**src/rtl/irpd_pkg.sv**
```systemverilog
package irpd_pkg;

    typedef enum logic [2:0] {
        S_IDLE,
        S_LDR_MARK,
        S_LDR_SPACE,
        S_BIT_MARK,
        S_BIT_SPACE
    } irpd_state_e;

    localparam logic [1:0] CODE_PULSE_DIST = 2'd1;

    localparam int SYM_LEADER = 0;
    localparam int SYM_ZERO   = 1;
    localparam int SYM_ONE    = 2;
    localparam int NUM_SYM    = 3;

endpackage

```
**src/rtl/irpd_window.sv**
```systemverilog
module irpd_window #(
    parameter int W = 16
) (
    input  logic [W-1:0] val,
    input  logic [W-1:0] lo,
    input  logic [W-1:0] hi,
    output logic         hit
);

    always_comb begin
        if (hi < lo) begin
            hit = (val == lo);
        end else begin
            hit = (val >= lo) && (val <= hi);
        end
    end

endmodule

```
**src/rtl/irpd_runlen.sv**
```systemverilog
module irpd_runlen #(
    parameter int CNT_W = 16
) (
    input  logic             clk,
    input  logic             rst_n,
    input  logic             line_in,
    input  logic             act_high,
    output logic             lvl,
    output logic             rise,
    output logic             fall,
    output logic [CNT_W-1:0] run_len
);

    localparam logic [CNT_W-1:0] RUN_MAX = '1;

    logic lvl_prev;

    assign lvl  = act_high ? line_in : ~line_in;
    assign rise = lvl & ~lvl_prev;
    assign fall = ~lvl & lvl_prev;

    always_ff @(posedge clk or negedge rst_n) begin
        if (!rst_n) begin
            lvl_prev <= 1'b0;
            run_len  <= '0;
        end else begin
            lvl_prev <= lvl;
            if (lvl != lvl_prev) begin
                run_len <= CNT_W'(1);
            end else if (run_len != RUN_MAX) begin
                run_len <= run_len + CNT_W'(1);
            end
        end
    end

endmodule

```
**src/rtl/irpd_assembler.sv**
```systemverilog
module irpd_assembler #(
    parameter int DATA_W = 64,
    parameter int LEN_W  = $clog2(DATA_W + 1)
) (
    input  logic              clk,
    input  logic              rst_n,
    input  logic              clr,
    input  logic              push,
    input  logic              bit_in,
    input  logic              msb_first,
    input  logic              keep_bits,
    output logic [DATA_W-1:0] word,
    output logic [LEN_W-1:0]  count
);

    localparam int              IDX_W = $clog2(DATA_W);
    localparam logic [LEN_W-1:0] FULL = LEN_W'(DATA_W);

    logic stored;
    assign stored = keep_bits ? bit_in : ~bit_in;

    always_ff @(posedge clk or negedge rst_n) begin
        if (!rst_n) begin
            word  <= '0;
            count <= '0;
        end else if (clr) begin
            word  <= '0;
            count <= '0;
        end else if (push && (count < FULL)) begin
            if (msb_first) begin
                word <= {word[DATA_W-2:0], stored};
            end else begin
                word[count[IDX_W-1:0]] <= stored;
            end
            count <= count + LEN_W'(1);
        end
    end

    a_r11_count_capped: assert property (@(posedge clk) disable iff (!rst_n)
        count <= FULL);

endmodule

```
**src/rtl/irpd_decoder.sv**
```systemverilog
module irpd_decoder
    import irpd_pkg::*;
#(
    parameter int CNT_W  = 16,
    parameter int DATA_W = 64,
    parameter int LEN_W  = $clog2(DATA_W + 1)
) (
    input  logic               clk,
    input  logic               rst_n,
    input  logic               enable,
    input  logic [1:0]         code_sel,
    input  logic               act_high,
    input  logic               msb_first,
    input  logic               keep_bits,
    input  logic               ir_in,
    input  logic [4*CNT_W-1:0] ldr_win,
    input  logic [4*CNT_W-1:0] zero_win,
    input  logic [4*CNT_W-1:0] one_win,
    input  logic [CNT_W-1:0]   free_min,
    input  logic [LEN_W-1:0]   len_min,
    input  logic [LEN_W-1:0]   len_max,
    input  logic [DATA_W-1:0]  flt_data,
    input  logic [DATA_W-1:0]  flt_mask,
    input  logic [LEN_W-1:0]   flt_len_min,
    input  logic [LEN_W-1:0]   flt_len_max,
    output logic [DATA_W-1:0]  word_o,
    output logic [LEN_W-1:0]   count_o,
    output logic               valid_o,
    output logic               match_o
);

    localparam int NUM_WIN = 2 * NUM_SYM;

    irpd_state_e state, state_n;

    logic               act;
    logic               lvl, rise, fall;
    logic [CNT_W-1:0]   run_len;
    logic [NUM_WIN-1:0] hit;
    logic [4*CNT_W-1:0] sym_win [NUM_SYM];
    logic               zm_ok, om_ok;
    logic               clr, push, push_bit, accept;
    logic [DATA_W-1:0]  asm_word;
    logic [LEN_W-1:0]   asm_count;
    logic               len_ok, flen_ok, flt_ok;

    assign act = enable && (code_sel == CODE_PULSE_DIST);

    irpd_runlen #(.CNT_W(CNT_W)) u_run (
        .clk      (clk),
        .rst_n    (rst_n),
        .line_in  (ir_in),
        .act_high (act_high),
        .lvl      (lvl),
        .rise     (rise),
        .fall     (fall),
        .run_len  (run_len)
    );

    assign sym_win[SYM_LEADER] = ldr_win;
    assign sym_win[SYM_ZERO]   = zero_win;
    assign sym_win[SYM_ONE]    = one_win;

    // hit[2*s] checks a mark length, hit[2*s+1] a space length
    for (genvar s = 0; s < NUM_SYM; s++) begin : g_sym
        for (genvar h = 0; h < 2; h++) begin : g_half
            irpd_window #(.W(CNT_W)) u_win (
                .val (run_len),
                .lo  (sym_win[s][(2*h)*CNT_W +: CNT_W]),
                .hi  (sym_win[s][(2*h+1)*CNT_W +: CNT_W]),
                .hit (hit[2*s+h])
            );
        end
    end

    irpd_assembler #(.DATA_W(DATA_W), .LEN_W(LEN_W)) u_asm (
        .clk       (clk),
        .rst_n     (rst_n),
        .clr       (clr),
        .push      (push),
        .bit_in    (push_bit),
        .msb_first (msb_first),
        .keep_bits (keep_bits),
        .word      (asm_word),
        .count     (asm_count)
    );

    irpd_window #(.W(LEN_W)) u_len (
        .val (asm_count),
        .lo  (len_min),
        .hi  (len_max),
        .hit (len_ok)
    );

    irpd_window #(.W(LEN_W)) u_flen (
        .val (asm_count),
        .lo  (flt_len_min),
        .hi  (flt_len_max),
        .hit (flen_ok)
    );

    assign flt_ok = flen_ok && (((asm_word ^ flt_data) & flt_mask) == '0);

    // next state and step controls
    always_comb begin
        state_n  = state;
        clr      = 1'b0;
        push     = 1'b0;
        push_bit = 1'b0;
        accept   = 1'b0;
        if (!act) begin
            state_n = S_IDLE;
            clr     = 1'b1;
        end else begin
            unique case (state)
                S_IDLE: begin
                    if (rise) state_n = S_LDR_MARK;
                end
                S_LDR_MARK: begin
                    if (fall) state_n = hit[2*SYM_LEADER] ? S_LDR_SPACE : S_IDLE;
                end
                S_LDR_SPACE: begin
                    if (rise) begin
                        if (hit[2*SYM_LEADER+1]) begin
                            state_n = S_BIT_MARK;
                            clr     = 1'b1;
                        end else begin
                            state_n = S_IDLE;
                        end
                    end
                end
                S_BIT_MARK: begin
                    if (fall) state_n = S_BIT_SPACE;
                end
                S_BIT_SPACE: begin
                    if (rise) begin
                        if (zm_ok && hit[2*SYM_ZERO+1]) begin
                            push    = 1'b1;
                            state_n = S_BIT_MARK;
                        end else if (om_ok && hit[2*SYM_ONE+1]) begin
                            push     = 1'b1;
                            push_bit = 1'b1;
                            state_n  = S_BIT_MARK;
                        end else begin
                            state_n = S_IDLE;
                        end
                    end else if (!lvl && (run_len >= free_min)) begin
                        accept  = len_ok;
                        state_n = S_IDLE;
                    end
                end
                default: state_n = S_IDLE;
            endcase
        end
    end

    always_ff @(posedge clk or negedge rst_n) begin
        if (!rst_n) begin
            state <= S_IDLE;
        end else begin
            state <= state_n;
        end
    end

    // mark classification kept until the space closes the pair
    always_ff @(posedge clk or negedge rst_n) begin
        if (!rst_n) begin
            zm_ok <= 1'b0;
            om_ok <= 1'b0;
        end else if ((state == S_BIT_MARK) && fall) begin
            zm_ok <= hit[2*SYM_ZERO];
            om_ok <= hit[2*SYM_ONE];
        end
    end

    always_ff @(posedge clk or negedge rst_n) begin
        if (!rst_n) begin
            word_o  <= '0;
            count_o <= '0;
            match_o <= 1'b0;
            valid_o <= 1'b0;
        end else begin
            valid_o <= accept;
            if (accept) begin
                word_o  <= asm_word;
                count_o <= asm_count;
                match_o <= flt_ok;
            end
        end
    end

    a_r12_strobe_single: assert property (@(posedge clk) disable iff (!rst_n)
        valid_o |=> !valid_o);

    a_r12_hold_outputs: assert property (@(posedge clk) disable iff (!rst_n)
        !valid_o |-> ($stable(word_o) && $stable(count_o) && $stable(match_o)));

    a_r9_idle_when_off: assert property (@(posedge clk) disable iff (!rst_n)
        !enable |=> (state == S_IDLE));

    a_r1_other_codes_silent: assert property (@(posedge clk) disable iff (!rst_n)
        (code_sel != CODE_PULSE_DIST) |=> !valid_o);

    a_r11_count_range: assert property (@(posedge clk) disable iff (!rst_n)
        count_o <= LEN_W'(DATA_W));

endmodule

```
**config.mk**
```make
export PLATFORM = sky130hd
export DESIGN_NAME = irpd_decoder
export DESIGN_NICKNAME = d
export VERILOG_FILES = /design/src/rtl/irpd_pkg.sv /design/src/rtl/irpd_window.sv /design/src/rtl/irpd_runlen.sv /design/src/rtl/irpd_assembler.sv /design/src/rtl/irpd_decoder.sv
export SDC_FILE = /design/constraint.sdc
export NUM_CORES = 1
export LEC_CHECK = 0
export ABC_AREA = 1
export BUFFER_PORTS_ARGS = -buffer_cell sky130_fd_sc_hd__buf_2
export CORE_MARGIN = 3
export CORE_UTILIZATION = 30
export CTS_BUF_LIST = sky130_fd_sc_hd__clkbuf_8
export DETAILED_ROUTE_END_ITERATION = 16
export GPL_ROUTABILITY_DRIVEN = 0
export RECOVER_POWER = 50
export SLEW_MARGIN = 20
export SYNTH_ARGS = -nofsm -noshare
export SYNTH_HDL_FRONTEND = slang
export SYNTH_HIERARCHICAL = 1
export SYNTH_SLANG_ARGS = --single-unit
```
**constraint.sdc**
```tcl
create_clock -name clk -period 8.15 [get_ports clk]
set_input_delay 1.63 -clock clk [delete_from_list [all_inputs] [get_ports clk]]
set_output_delay 1.63 -clock clk [all_outputs]
set_load 0.05 [all_outputs]
```
# After elaboration in Yosys (flattened, before gate mapping)
# Cells that the tools add are included.
# op_classes
n_addsub	2
n_lt_le_gt_ge	28
eq_ne	20
muxes	49
bitwise_logic	8
n_reduce_logical	22
# op_table
operator	n
64-bit 2-to-1 mux	3
16-bit greater-or-equal comparator	7
16-bit == test	6
16-bit less-or-equal comparator	6
16-bit < comparator	6
64-bit bitwise AND	1
64-bit bitwise mux	1
64-bit logical NOT	1
64-bit bitwise XOR	1
16-bit 2-to-1 mux	2
1-bit 2-to-1 mux	28
3-bit 2-to-1 mux	7
16-bit by 1-bit adder with 16-bit output, second input constant	1
1-bit logical AND	16
16-bit != test, second input constant	1
3-bit case mux with 5 select lines	1
7-bit == test	2
7-bit greater-or-equal comparator	2
7-bit less-or-equal comparator	2
7-bit < comparator	2
7-bit 2-to-1 mux	2
3-bit != test, second input constant	4
2-bit 2-to-1 mux	4
7-bit by 1-bit adder with 7-bit output, second input constant	1
16 further kinds	22
# word_totals
register_bits	166
input_bits	373
output_inout_bits	73
word_cells	140

# Depth between registers and ports, before layout
# Gate-level depths: netlist of run 1.
# logic_depth
depth_word	15
depth_mapped	27
depth_no_buf	25

# Hierarchy
# The synthesis of run 1 kept the hierarchy.
# by_module_without_submodules
module	instances	cells_each	area_per_inst_um2	seq_area_each_um2
irpd_window at g_sym[0].g_half[0].u_win ...	6	193	1224.9	0.0
irpd_decoder	1	720	4914.7	1951.9
irpd_assembler	1	778	4764.6	1776.7
irpd_window at u_flen ...	2	93	554.3	0.0
irpd_runlen	1	140	1056.0	425.4

# Least setup slack after synthesis of run 1
# No wires, ideal clock.
# synth_timing
path_type	in2reg
start	input port ldr_win[47]
end	register u_asm.word[20]
setup_ps	117
arrival_time_ps	3801
t_required_ps	8033
path_slack_ps	4231
cell_stages	17
path_buffers	1
cell_sequence	inv_1 > ha_1 > nand4_2 > nor2_2 > nand3_1 > nand3b_1 > nand2_1 > nand4_1 > o21ai_0 > inv_2 > nand2_4 > inv_2 > buf_2 > a21oi_1 > inv_1 > nand2_1 > nand2_1
# synth_between
elab_chain_cells	8
elab_cells_between_ends	11
cone_classes	2 x order compare; 1 x eq/ne; 6 x mux; 2 x reduce/logical
# synth_lines
item	line_no	text
start: declaration	irpd_decoder.sv:16	input logic [4*CNT_W-1:0] ldr_win,
16-bit greater-or-equal comparator	irpd_window.sv:14	hit = (val >= lo) && (val <= hi);
1-bit logical AND	irpd_window.sv:14	
1-bit 2-to-1 mux *	irpd_window.sv:11	if (hi < lo) begin
via hit[1]	irpd_decoder.sv:39	logic [NUM_WIN-1:0] hit;
1-bit 2-to-1 mux *	irpd_decoder.sv:124	if (hit[2*SYM_LEADER+1]) begin
1-bit 2-to-1 mux *	irpd_decoder.sv:123	if (rise) begin
1-bit 2-to-1 mux *	irpd_decoder.sv:115	unique case (state)
1-bit 2-to-1 mux *	irpd_decoder.sv:111	if (!act) begin
via clr	irpd_decoder.sv:42	logic clr, push, push_bit, accept;
64-bit 2-to-1 mux or 2-bit nonzero test (tied branches)	-	
end signal: assignment	irpd_assembler.sv:31	word <= {word[DATA_W-2:0], stored};
end signal: indexed assignment	irpd_assembler.sv:33	word[count[IDX_W-1:0]] <= stored;
end: declaration	irpd_assembler.sv:12	output logic [DATA_W-1:0] word,
# The timed path passes the listed nets; every way through them passes the cells marked *.
# A chain may end at the register's enable or synchronous reset.

# Worst setup path after layout of run 1
# layout_timing
start	input port ldr_win[45]
end	register u_asm.word[18]
# Same word-level chain as after synthesis.

==> results of run 1 <==
-- metal layers --
layer,part of all wire,global-route usage,up-vias
li1,-,-,10329
met1,0.45,0.248,8700
met2,0.47,0.317,524
met3,0.062,0.0365,71
met4,0.020,0.0448,12
met5,0.0011,0,-
-- power by group through the flow --
stage	clock network [W]	registers [W]	logic, W
2_1_floorplan	0	0.000871	0.000438
3_3_place_gp	0	0.000861	0.000708
3_5_place_dp	0	0.000860	0.000720
4_1_cts	0.000637	0.000844	0.000724
5_1_grt	0.000674	0.000845	0.000836
6_report	0.000617	0.000844	0.000716
-- worst max-delay path, cell delays in order --
cell and delay, ns:
sky130_fd_sc_hd__buf_2 0.09, sky130_fd_sc_hd__inv_1 0.05, sky130_fd_sc_hd__ha_1 0.31, sky130_fd_sc_hd__nand4_2 0.15, sky130_fd_sc_hd__nor2_2 0.15, sky130_fd_sc_hd__nand3_1 0.09, sky130_fd_sc_hd__nand3_1 0.09, sky130_fd_sc_hd__nand3_1 0.08
sky130_fd_sc_hd__nand2_1 0.15, sky130_fd_sc_hd__nand4_1 0.17, sky130_fd_sc_hd__o21ai_2 0.58, sky130_fd_sc_hd__inv_2 0.04, sky130_fd_sc_hd__buf_4 0.37, sky130_fd_sc_hd__nand2_4 0.25, sky130_fd_sc_hd__clkinv_2 0.76, sky130_fd_sc_hd__buf_4 0.56
sky130_fd_sc_hd__a21oi_1 0.22, sky130_fd_sc_hd__inv_1 0.06, sky130_fd_sc_hd__nand2_1 0.06, sky130_fd_sc_hd__nand2_1 0.05
-- worst paths after layout --
kind,start,slack [ns],endpoint
max in group asynchronous,rst_n,2.69,u_asm/count[2]
min in group asynchronous,rst_n,2.42,word_o[63]
setup / recovery,ldr_win[45],2.56,u_asm/word[18]
hold / removal,word_o[35],0.48,word_o[35]
hold reg to reg,word_o[35],0.48,word_o[35]
setup reg to reg,u_run/run_len[10],2.84,u_asm/word[18]
-- cell families after synthesis --
| family | Yosys count | synth area share |
|---|---|---|
| simple gates | 1648 | 0.364 |
| buf+inv | 525 | 0.111 |
| fa+ha+maj | 342 | 0.223 |
| compound gates | 298 | 0.0835 |
| flops | 166 | 0.216 |
| mux | 2 | 0.00117 |
| xor+xnor | 1 | 0.000456 |
-- cells in the final DEF, fill, tap and decap left out, types with 2 or more instances in the layout --
cell type / count
sky130_fd_sc_hd__a21o_1: 8
sky130_fd_sc_hd__a21oi_1: 141
sky130_fd_sc_hd__a31oi_1: 8
sky130_fd_sc_hd__buf_2: 410
sky130_fd_sc_hd__buf_4: 21
sky130_fd_sc_hd__clkbuf_1: 35
sky130_fd_sc_hd__clkbuf_8: 19
sky130_fd_sc_hd__clkinv_2: 2
sky130_fd_sc_hd__clkinv_4: 4
sky130_fd_sc_hd__dfrtp_1: 166
sky130_fd_sc_hd__diode_2: 4
sky130_fd_sc_hd__ha_1: 342
sky130_fd_sc_hd__inv_1: 444
sky130_fd_sc_hd__inv_2: 21
sky130_fd_sc_hd__inv_6: 2
sky130_fd_sc_hd__inv_8: 2
sky130_fd_sc_hd__mux2_2: 2
sky130_fd_sc_hd__nand2_1: 1009
sky130_fd_sc_hd__nand2_2: 6
sky130_fd_sc_hd__nand2_4: 3
sky130_fd_sc_hd__nand3_1: 215
sky130_fd_sc_hd__nand3_2: 8
sky130_fd_sc_hd__nand3b_1: 11
sky130_fd_sc_hd__nand4_1: 15
sky130_fd_sc_hd__nand4_2: 12
sky130_fd_sc_hd__nor2_1: 296
sky130_fd_sc_hd__nor2_2: 15
sky130_fd_sc_hd__nor2_4: 5
sky130_fd_sc_hd__nor3_1: 8
sky130_fd_sc_hd__nor3_2: 12
sky130_fd_sc_hd__o21a_1: 6
sky130_fd_sc_hd__o21ai_0: 69
sky130_fd_sc_hd__o21ai_1: 48
sky130_fd_sc_hd__o21ai_2: 13
sky130_fd_sc_hd__o21bai_1: 3
sky130_fd_sc_hd__or2_2: 30
-- registers in the layout, indices dropped and copies added, names as in the netlist --
signal,count
count_o,7
match_o,1
om_ok,1
state,3
u_asm/count,7
u_asm/word,64
u_run/lvl_prev,1
u_run/run_len,16
valid_o,1
word_o,64
zm_ok,1
-- cell type report --
type	instances	area (µm²)	area share
multi-input combinational	2291	12900	0.571
sequential	166	4150	0.184
timing repair buffer	467	2350	0.104
inverter	464	1740	0.0771
tap	846	1060	0.0468
clock buffer	19	262	0.0116
clock inverter	13	125	0.00553
antenna	4	10.0	0.000443
-- per-stage QoR --
step / area [µm²] / cells
finish: 22600 / 4270
global route: 22600 / 4267
CTS: 22700 / 4266
detailed placement: 22300 / 4234
global placement: 22300 / 4234
floorplan: 19200 / 2982
==> metrics.md, run 1 <==
| Metric | Value |
|---|---|
| Post-layout worst setup margin | 2.56 ns |
| Aggregate routed wire length | 64.8 mm |
| Clock tree from TritonCTS | built |
| Input/output buffers | 445 |
| Leakage power | between 10 and 15 nW |
| GRT Residual Overflow | 0 |
| EDFF count, synth | 0 |
| Yosys warnings | 6 |
| Final Cycle Share | 0.686 |
| Post-layout minimum cycle time | approximately 5.6 ns |
| Final Util | 0.358 |
| Pins Over Slew Limit | around 130 |
| Power spent charging and discharging nets | approximately 0.0008 W |
| Category of the critical setup timing path | in2reg |
| Final Hold Vio Count | 0 |
| Clock root buffer | sky130_fd_sc_hd__clkbuf_8 |
| Hold Buf Count CTS | 0 |
| Netlist area before placement | 0.0192 mm² |
| Design internal power | about 0.0014 W |
| Sequential-to-total area share from yosys stat | 0.216 |
| Post-DP HPWL | slightly above 50 mm |
| Violated checks | max-capacitance violations, max-slew violations |
| Power density normalized to cell area | just under 100 mW/mm² |
| Vias after detailed routing | 19636 |
| Syn nets | 3697 |
| Number of H-tree branching levels | 4 |
| P&R area growth vs syn | 17.8% |
| Top post-synthesis cells by count | 1009 x sky130_fd_sc_hd__nand2_1, 442 x sky130_fd_sc_hd__inv_1, 342 x sky130_fd_sc_hd__ha_1 |
| Wirelength per Cell | 15.2 µm |
| Die Area | around 0.067 mm² |
| Number of design rule violations left after detail routing | 0 |
| Highest net fanout along the worst path | 75 |
| Number of violations reported at the end of detailed-routing iteration 0 | 1387 |
| Later-pin clock latency in the skew report | roughly 0.5 ns |
| FP Rows | 92 |
| Setup_tns | 0 ns |
| Clock share of power | 0.283 |
| Number of synthesized register bits | around 170 |
| Clock skew after layout | 0.0192 ns |
| TritonCTS buffer count | 17 |
| Post-synth ARST share | 1.00 |
| Initial standard-cell utilization of the core | 0.304 |
| Count of instances resized after the clock tree is built | 0 |
| Hold slack final | about 0.48 ns |
| Die extent in x | 259 µm |
| Core Box Area | 0.0632 mm² |
| Critical path startpoint category | primary input |
| Gate count of the mapped netlist | roughly 3000 |
| Critical path endpoint category | register |
| Detailed Routing Iterations Pass 1 | 6 |
| Kind of path behind the tightest hold check | reg2reg |
| Number of cells on the worst hold path | 2 |
| RSZ-0062 raised after global routing | no |
| Distinct cells, synth | 38 |
| Final antenna-violating net count | 0 |
| Antenna violations before repair | 9 |
| First-pass GRT wire length | 99.5 mm |
| Count of buffers added by post-CTS timing repair for setup | 0 |
| Status | finished with violations |
| Area leader, netlist | sky130_fd_sc_hd__ha_1 |
| Filler instances | 6973 |
| Max_cap viols | 2 |
| Number of nets in the layout | about 4100 |
| CTS Sinks | 166 |
| Sw Share | 0.368 |
| Comb power frac | 0.329 |
| Via count of the first global-routing pass | around 18000 |
| Sequential group share of total power | 0.388 |
| Critical path data arrival time | between 5 and 6 ns |
| Worst-case headroom to the max-slew limit | -1.51 |
| Primary FF master, synth | sky130_fd_sc_hd__dfrtp_1 |
| Max Clk Rate | 0.179 GHz |
| Clock slew seen by the registers of the worst setup and hold paths | approximately 0.1 ns |
| Maximum count of clock buffers along a single path | 2 |
| I/O pin count | 446 |
| Power after layout | 0.00218 W |
| Leading cell types by total area after synthesis | sky130_fd_sc_hd__ha_1 22%, sky130_fd_sc_hd__dfrtp_1 22%, sky130_fd_sc_hd__nand2_1 20% |
| Vertical die dimension | ~260 µm |
| Combined global-route utilization of all metal layers | 0.188 |
| Share of cells above drive strength 1 | 0.173 |
| Post-detailed-route via-to-cell ratio | roughly 4.6 |
| Pre-CTS setup slack | ~2.1 ns |
| Share of Yosys cell area claimed by the top area cell type | 0.223 |
| Transition time at the pin with the least slew margin | 3.77 ns |
| WP data required | 8.54 ns |
| Number of cells on the worst reg-to-reg path | 19 |
| Max rail drop VDD | ~0.000085 V |
| Cell with the most instances after synthesis | sky130_fd_sc_hd__nand2_1 |
| Maximum number of pins on one net before global-route repair | 77 |
| Mean instance size in the synthesized netlist | between 6 and 7 µm² |
| Final setup viols | 0 |
Power figures use the tool's default switching activity.
==> run 2: changes to the inputs <==
==> constraint.sdc (replaced) <==
create_clock -name clk -period 5.15 [get_ports clk]
set_input_delay 1.03 -clock clk [delete_from_list [all_inputs] [get_ports clk]]
set_output_delay 1.03 -clock clk [all_outputs]
set_load 0.05 [all_outputs]
==> run 2 against run 1 <==
The flow still finishes with violations (max-capacitance violations, max-slew violations). Largest power group unchanged. Sequential power is 64% higher. Sequential share of layout area is 0.11 points lower. Clock skew is 0.0023 ns higher. Clock power up 70%. Hold slack lost 0.00069 ns. Register-to-register slack worse by 1.7 ns. Core utilization rose by 0.21 points. Critical path depth fell by 2. Routed wire length is 0.45% higher.
==> metrics.md, run 2 (synthesis gave the netlist of run 1 again) <==
| Metric | Value |
|---|---|
| Leading cell types in the layout, fill and taps excluded | 1009 x sky130_fd_sc_hd__nand2_1, 444 x sky130_fd_sc_hd__inv_1, 409 x sky130_fd_sc_hd__buf_2 |
| Die extent in x | 259 µm (unchanged) |
| Wirelength per Cell | 15.2 µm (about the same) |
| Vias after detailed routing | 19648 (+0.061%) |
| Hold Buf Count CTS | 0 (unchanged) |
| Input/output buffers | 445 (unchanged) |
| Clock tree from TritonCTS | built |
| Gate family responsible for the most delay along the worst path | buffers and inverters |
| Final antenna-violating net count | 0 (unchanged) |
| Max rail drop VDD | 0.000140 V (+65%) |
| WP data required | 5.52 ns (-3.02 ns) |
| Clock root buffer | sky130_fd_sc_hd__clkbuf_8 |
| Later-pin clock latency in the skew report | 0.49 ns (about the same) |
| Critical path startpoint category | register |
| Final Util | 0.360 (+0.00212) |
| CTS Sinks | 166 (unchanged) |
| Clock slew seen by the registers of the worst setup and hold paths | 0.09 ns (about the same) |
| Leakage power | 13.7 nW (+0.42%) |
| Crit-path max cell delay | 0.70 ns (-0.06 ns) |
| Post-detailed-route via-to-cell ratio | 4.58 (-0.34%) |
| Register cell area after layout | 0.00415 mm² (unchanged) |
| Initial standard-cell utilization of the core | 0.304 (unchanged) |
| Category of the critical setup timing path | reg2reg |
| TritonCTS buffer count | 17 (unchanged) |
| Antenna violations before repair | 16 (+7) |
| Clock skew after layout | 0.0215 ns (+0.00233 ns) |
| Internal reg-to-reg setup slack | 1.18 ns (-1.66 ns) |
| Dpl cells | 4241 (+0.17%) |
| RSZ-0062 raised after global routing | no |
| Detailed Routing Iterations Pass 1 | 5 (-1) |
| P&R area growth vs syn | 18.5% |
| Post-detailed-placement cell area | 0.0223 mm² (+0.35%) |
| Maximum number of pins on one net before global-route repair | 92 (+19%) |
| Maximum count of clock buffers along a single path | 2 (unchanged) |
| Worst-case headroom to the max-slew limit | -0.646 (+0.864) |
| Total non-filler cell area in the finished layout | 0.0227 mm² (+0.59%) |
| Count of buffers added by post-CTS timing repair for setup | 0 (unchanged) |
| Filler instances | 6902 (-1.0%) |
| Max Clk Rate | 0.252 GHz |
| Via count of the first global-routing pass | 18200 (-0.071%) |
| Post-DP HPWL | 52.5 mm (+2.5%) |
| Status | finished with violations |
| Count of instances resized after the clock tree is built | 0 (unchanged) |
| Final Hold Vio Count | 0 (unchanged) |
| Post-layout minimum cycle time | 3.97 ns |
| FP Rows | 92 (unchanged) |
| Violated checks | max-capacitance violations, max-slew violations |
| Number of nets in the layout | 4129 (+0.17%) |
| Kind of path behind the tightest hold check | reg2reg |
| Power after layout | 0.00351 W (+61%) |
| Final Cycle Share | 0.772 |
| Final setup viols | 0 (unchanged) |
| Core Box Area | 0.0632 mm² (unchanged) |
| Share of cells above drive strength 1 | 0.175 (+0.00140) |
| Die Area | 0.0670 mm² (unchanged) |
| Setup_tns | 0 ns (unchanged) |
| Number of violations reported at the end of detailed-routing iteration 0 | 1383 (-0.29%) |
| Pins Over Slew Limit | 91 (-28%) |
| Max_cap viols | 1 (-1) |
| I/O pin count | 446 (unchanged) |
| Power density normalized to cell area | 154 mW/mm² (+60%) |
| Aggregate routed wire length | 65.1 mm (+0.45%) |
| Vertical die dimension | 259 µm (unchanged) |
| Cells traversed along the worst timing path | buf_4, ha_1, a21oi_1, a21oi_1, nor2_1, nand3_1, nand3_1, nand2_1, nand4_1, o21ai_1, buf_4, inv_2, nand2_4, inv_2, buf_4, nor2_1, nand3_1, nand2_1 |
| Critical path data arrival time | 4.34 ns (-1.63 ns) |
| Largest regs | u_asm/word (64), word_o (64), u_run/run_len (16) |
| Commonest non-fill, non-tap cell in the layout | sky130_fd_sc_hd__nand2_1 |
| GRT Residual Overflow | 0 (unchanged) |
| Area of combinational cells with multiple inputs | 0.0129 mm² (about the same) |
| Highest net fanout along the worst path | 46 (-39%) |
| Number of H-tree branching levels | 4 (unchanged) |
| Critical path endpoint category | register |
| Critical-path cell with the highest stage delay | sky130_fd_sc_hd__dfrtp_1 |
| Combined global-route utilization of all metal layers | 0.190 (+0.00225) |
| Number of design rule violations left after detail routing | 0 (unchanged) |
| Finished Layout Cells | 4287 (+0.40%) |
| Number of buffer and inverter stages on the critical path | 5 (-2) |
| Transition time at the pin with the least slew margin | 2.47 ns (-1.30 ns) |
| First-pass GRT wire length | 100 mm (+0.87%) |
-- run 2: layout make-up --
cell class	count	area share
sequential	166	0.183
clock inverter	14	0.00759
inverter	464	0.0766
timing repair buffer	474	0.107
tap	846	0.0465
antenna	14	0.00154
multi-input combinational	2291	0.568
clock buffer	18	0.0109
-- run 2: stage by stage --
stage	hold WS, ns	setup slack (ns)
after detailed placement	0.457	0.969
after floorplan	0.470	1.83
after global routing	0.514	0.833
after CTS	0.480	1.10
final	0.478	1.18
after global placement	0.451	1.02
-- run 2: final timing paths --
| check | end | from | cells past startpoint |
|---|---|---|---|
| worst max-delay path | u_asm/word[37] | u_run/run_len[11] | 18 |
| worst min-delay path | count_o[4] | count_o[4] | 2 |
| min in group asynchronous | word_o[51] | rst_n | 1 |
| worst min register to register | count_o[4] | count_o[4] | 2 |
| worst max register to register | u_asm/word[37] | u_run/run_len[11] | 18 |
| max in group asynchronous | u_asm/word[35] | rst_n | 1 |
-- run 2: metal layers --
metal,share of wire,vias up,track usage
met1,0.47,8725,0.257
met3,0.053,67,0.0280
met4,0.018,8,0.0547
li1,-,10363,-
met2,0.46,485,0.315
met5,0.00071,-,0
-- run 2: worst register-to-register path, stage by stage, from the launching register on --
cell,delay [ns]
sky130_fd_sc_hd__dfrtp_1,0.70
sky130_fd_sc_hd__buf_4,0.32
sky130_fd_sc_hd__ha_1,0.30
sky130_fd_sc_hd__a21oi_1,0.18
sky130_fd_sc_hd__a21oi_1,0.09
sky130_fd_sc_hd__nor2_1,0.09
sky130_fd_sc_hd__nand3_1,0.09
sky130_fd_sc_hd__nand3_1,0.09
sky130_fd_sc_hd__nand2_1,0.14
sky130_fd_sc_hd__nand4_1,0.16
sky130_fd_sc_hd__o21ai_1,0.07
sky130_fd_sc_hd__buf_4,0.20
sky130_fd_sc_hd__inv_2,0.10
sky130_fd_sc_hd__nand2_4,0.09
sky130_fd_sc_hd__inv_2,0.58
sky130_fd_sc_hd__buf_4,0.45
sky130_fd_sc_hd__nor2_1,0.09
sky130_fd_sc_hd__nand3_1,0.07
sky130_fd_sc_hd__nand2_1,0.07
-- run 2: power by group --
| group | switching [W] | internal [W] |
|---|---|---|
| Sequential | 0.0000660 | 0.00131 |
| Clock | 0.000551 | 0.000498 |
| Combinational | 0.000638 | 0.000441 |
| Total | 0.00125 | 0.00225 |
==> run 3: changes to the inputs <==
==> constraint.sdc (replaced) <==
create_clock -name clk -period 4 [get_ports clk]
set_input_delay 0.8 -clock clk [delete_from_list [all_inputs] [get_ports clk]]
set_output_delay 0.8 -clock clk [all_outputs]
set_load 0.05 [all_outputs]
==> run 3 against run 2 <==
The run still ends with max-capacitance violations, max-slew violations left. Die area unchanged. Non-clock buffer count up 15. Highest routed layer unchanged. Clock skew is 0.0014 ns higher. Final cell count is 0.28% higher. Core utilization grew 0.22 points. Worst setup slack got worse by 0.79 ns. Total power rose by 28%. Sequential share of layout area shrank 0.11 points. Largest power group unchanged. Count of clock-buffer cells in the layout decreased by 1. Hold slack lost 0.0048 ns. Clock power grew 24%.
==> metrics.md, run 3 (synthesis gave the netlist of run 1 again) <==
| Metric | Value |
|---|---|
| Share of cells above drive strength 1 | 0.178 (+0.00331) |
| Wirelength per Cell | 15.1 µm (-0.47%) |
| CTS Sinks | 166 (unchanged) |
| Vias after detailed routing | 19811 (+0.83%) |
| Critical path endpoint category | register |
| Clock share of power | 0.290 (-0.009) |
| Number of cells on the worst hold path | 2 (unchanged) |
| Post-detailed-route via-to-cell ratio | 4.61 (+0.55%) |
| Max Clk Rate | 0.277 GHz (+10%) |
| Number of cells on the worst reg-to-reg path | 17 (-1) |
| Highest net fanout along the worst path | 16 (-65%) |
| Clock root buffer | sky130_fd_sc_hd__clkbuf_8 |
| Input/output buffers | 445 (unchanged) |
| Number of design rule violations left after detail routing | 0 (unchanged) |
| WP data required | 4.39 ns (-1.13 ns) |
| Commonest non-fill, non-tap cell in the layout | sky130_fd_sc_hd__nand2_1 |
| Count of buffers added by post-CTS timing repair for setup | 0 (unchanged) |
| First-pass GRT wire length | 100 mm (-0.23%) |
| Core Box Area | 0.0632 mm² (unchanged) |
| TritonCTS buffer count | 17 (unchanged) |
| Maximum count of clock buffers along a single path | 2 (unchanged) |
| Vertical die dimension | 259 µm (unchanged) |
| Leakage power | 13.8 nW (+0.58%) |
| Hold Buf Count CTS | 0 (unchanged) |
| Maximum number of pins on one net before global-route repair | 71 (-23%) |
| Initial standard-cell utilization of the core | 0.304 (unchanged) |
| Largest regs | u_asm/word (64), word_o (64), u_run/run_len (16) |
| Transition time at the pin with the least slew margin | 1.89 ns (-0.579 ns) |
| Design internal power | 0.00276 W (+22%) |
| Violated checks | max-capacitance violations, max-slew violations |
| Detailed Routing Iterations Pass 1 | 5 (unchanged) |
| RSZ-0062 raised after global routing | no |
| Critical Path Start | u_run/run_len[15] |
| Crit Reg-Reg Startpoint | u_run/run_len[15] |
| Final Cycle Share | 0.903 (+0.132) |
| Clock tree from TritonCTS | built |
| Final antenna-violating net count | 0 (unchanged) |
| Post-layout minimum cycle time | 3.61 ns (-0.361 ns) |
| Power density normalized to cell area | 196 mW/mm² (+27%) |
| GRT Residual Overflow | 0 (unchanged) |
| Sw Share | 0.384 (+0.0267) |
| Via count of the first global-routing pass | 18647 (+2.5%) |
| Antenna violations before repair | 14 (-2) |
| Max_cap viols | 1 (unchanged) |
| Power spent charging and discharging nets | 0.00172 W (+37%) |
| Hold slack final | 0.473 ns (-0.00480 ns) |
| Post-DP HPWL | 52.9 mm (+0.80%) |
| Number of nets in the layout | 4144 (+0.36%) |
| Hold_sp | word_o[9] |
| P&R area growth vs syn | 19.2% |
| Max rail drop VDD | 0.000199 V (+42%) |
| Number of H-tree branching levels | 4 (unchanged) |
| Combined global-route utilization of all metal layers | 0.189 (-0.000913) |
| I/O pin count | 446 (unchanged) |
| Worst-case headroom to the max-slew limit | -0.260 (+0.386) |
| Category of the critical setup timing path | reg2reg |
| Aggregate routed wire length | 65.0 mm (-0.19%) |
| Comb power frac | 0.318 (+0.010) |
| Number of violations reported at the end of detailed-routing iteration 0 | 1213 (-12%) |
| Die extent in x | 259 µm (unchanged) |
| Status | finished with violations |
| FP Rows | 92 (unchanged) |
| Pins Over Slew Limit | 71 (-22%) |
| Clock slew seen by the registers of the worst setup and hold paths | 0.11 ns (+0.02 ns) |
| Final setup viols | 0 (unchanged) |
| Power after layout | 0.00448 W (+28%) |
| Kind of path behind the tightest hold check | reg2reg |
| Area of combinational cells with multiple inputs | 0.0129 mm² (unchanged) |
| Later-pin clock latency in the skew report | 0.51 ns (+0.02 ns) |
| Final Hold Vio Count | 0 (unchanged) |
| Final Util | 0.362 (+0.00220) |
| Critical path startpoint category | register |
| Sequential group share of total power | 0.392 (about the same) |
| Clock skew after layout | 0.0229 ns (+0.00141 ns) |
| Filler instances | 6964 (+0.90%) |
| Die Area | 0.0670 mm² (unchanged) |
| Count of instances resized after the clock tree is built | 0 (unchanged) |
| Register cell area after layout | 0.00415 mm² (unchanged) |
| Leading cell types in the layout, fill and taps excluded | 1009 x sky130_fd_sc_hd__nand2_1, 442 x sky130_fd_sc_hd__inv_1, 409 x sky130_fd_sc_hd__buf_2 |
| Setup_tns | 0 ns (unchanged) |
| Critical path data arrival time | 4.01 ns (-0.33 ns) |
==> run 3: cell count changes in the layout (fill, tap and decap cells not counted), moves of 2 or more <==
| cell | delta |
|---|---|
| sky130_fd_sc_hd__clkinvlp_4 | -2 |
| sky130_fd_sc_hd__inv_1 | -2 |
| sky130_fd_sc_hd__buf_12 | +4 |
| sky130_fd_sc_hd__diode_2 | -3 |
| sky130_fd_sc_hd__bufinv_16 | -3 |
| sky130_fd_sc_hd__inv_6 | -2 |
| sky130_fd_sc_hd__clkinv_4 | +3 |
| sky130_fd_sc_hd__clkbuf_1 | +3 |
| sky130_fd_sc_hd__buf_4 | +7 |
| sky130_fd_sc_hd__inv_8 | +2 |
| sky130_fd_sc_hd__clkinv_8 | +5 |
==> run 3: power groups by stage <==
stage / Combinational (W) / Clock, W / Sequential, W
6_report: 0.00142 / 0.00130 / 0.00175
5_1_grt: 0.00170 / 0.00140 / 0.00176
4_1_cts: 0.00144 / 0.00134 / 0.00176
3_5_place_dp: 0.00144 / 0 / 0.00179
3_3_place_gp: 0.00141 / 0 / 0.00179
2_1_floorplan: 0.000892 / 0 / 0.00178
==> run 3: worst paths after layout <==
path | end | slack, ns
worst max-delay path | u_asm/word[21] | 0.39
worst min-delay path | word_o[9] | 0.47
worst max register to register | u_asm/word[21] | 0.39
worst min register to register | word_o[9] | 0.47
max in group asynchronous | u_run/run_len[12] | 1.05
min in group asynchronous | word_o[45] | 0.80
==> run 3: worst max-delay path: stages (launching register included) <==
cell	delay [ns]
sky130_fd_sc_hd__dfrtp_1	0.84
sky130_fd_sc_hd__ha_1	0.39
sky130_fd_sc_hd__a21oi_1	0.16
sky130_fd_sc_hd__o21ai_0	0.12
sky130_fd_sc_hd__nor2_1	0.12
sky130_fd_sc_hd__nand3_1	0.09
sky130_fd_sc_hd__nand3_1	0.08
sky130_fd_sc_hd__nand2_1	0.15
sky130_fd_sc_hd__nand4_1	0.16
sky130_fd_sc_hd__o21ai_1	0.07
sky130_fd_sc_hd__buf_4	0.20
sky130_fd_sc_hd__nor2_4	0.36
sky130_fd_sc_hd__inv_2	0.22
sky130_fd_sc_hd__buf_12	0.21
sky130_fd_sc_hd__nor2_1	0.15
sky130_fd_sc_hd__nor2_1	0.06
sky130_fd_sc_hd__nand3_1	0.07
sky130_fd_sc_hd__nand2_1	0.06
==> run 3: routing by layer <==
layer  track usage  routed length, µm
met4        0.0551               1580
met5             0                 25
met1         0.252              29700
met2         0.317              30000
met3        0.0289               3690
==> run 3: cell type report <==
class	instances	share of cell area
tap	846	0.0462
antenna	11	0.00120
inverter	464	0.0761
clock buffer	17	0.0102
multi-input combinational	2291	0.564
clock inverter	15	0.00804
timing repair buffer	489	0.113
sequential	166	0.181
==> run 3: stage by stage <==
stage,setup WS (ns),cells,cell area (µm²)
2_1_floorplan,0.911,2982,19200
3_3_place_gp,0.372,4256,22500
3_5_place_dp,0.380,4256,22500
4_1_cts,0.415,4288,22900
5_1_grt,0.0310,4296,22900
6_report,0.387,4299,22900
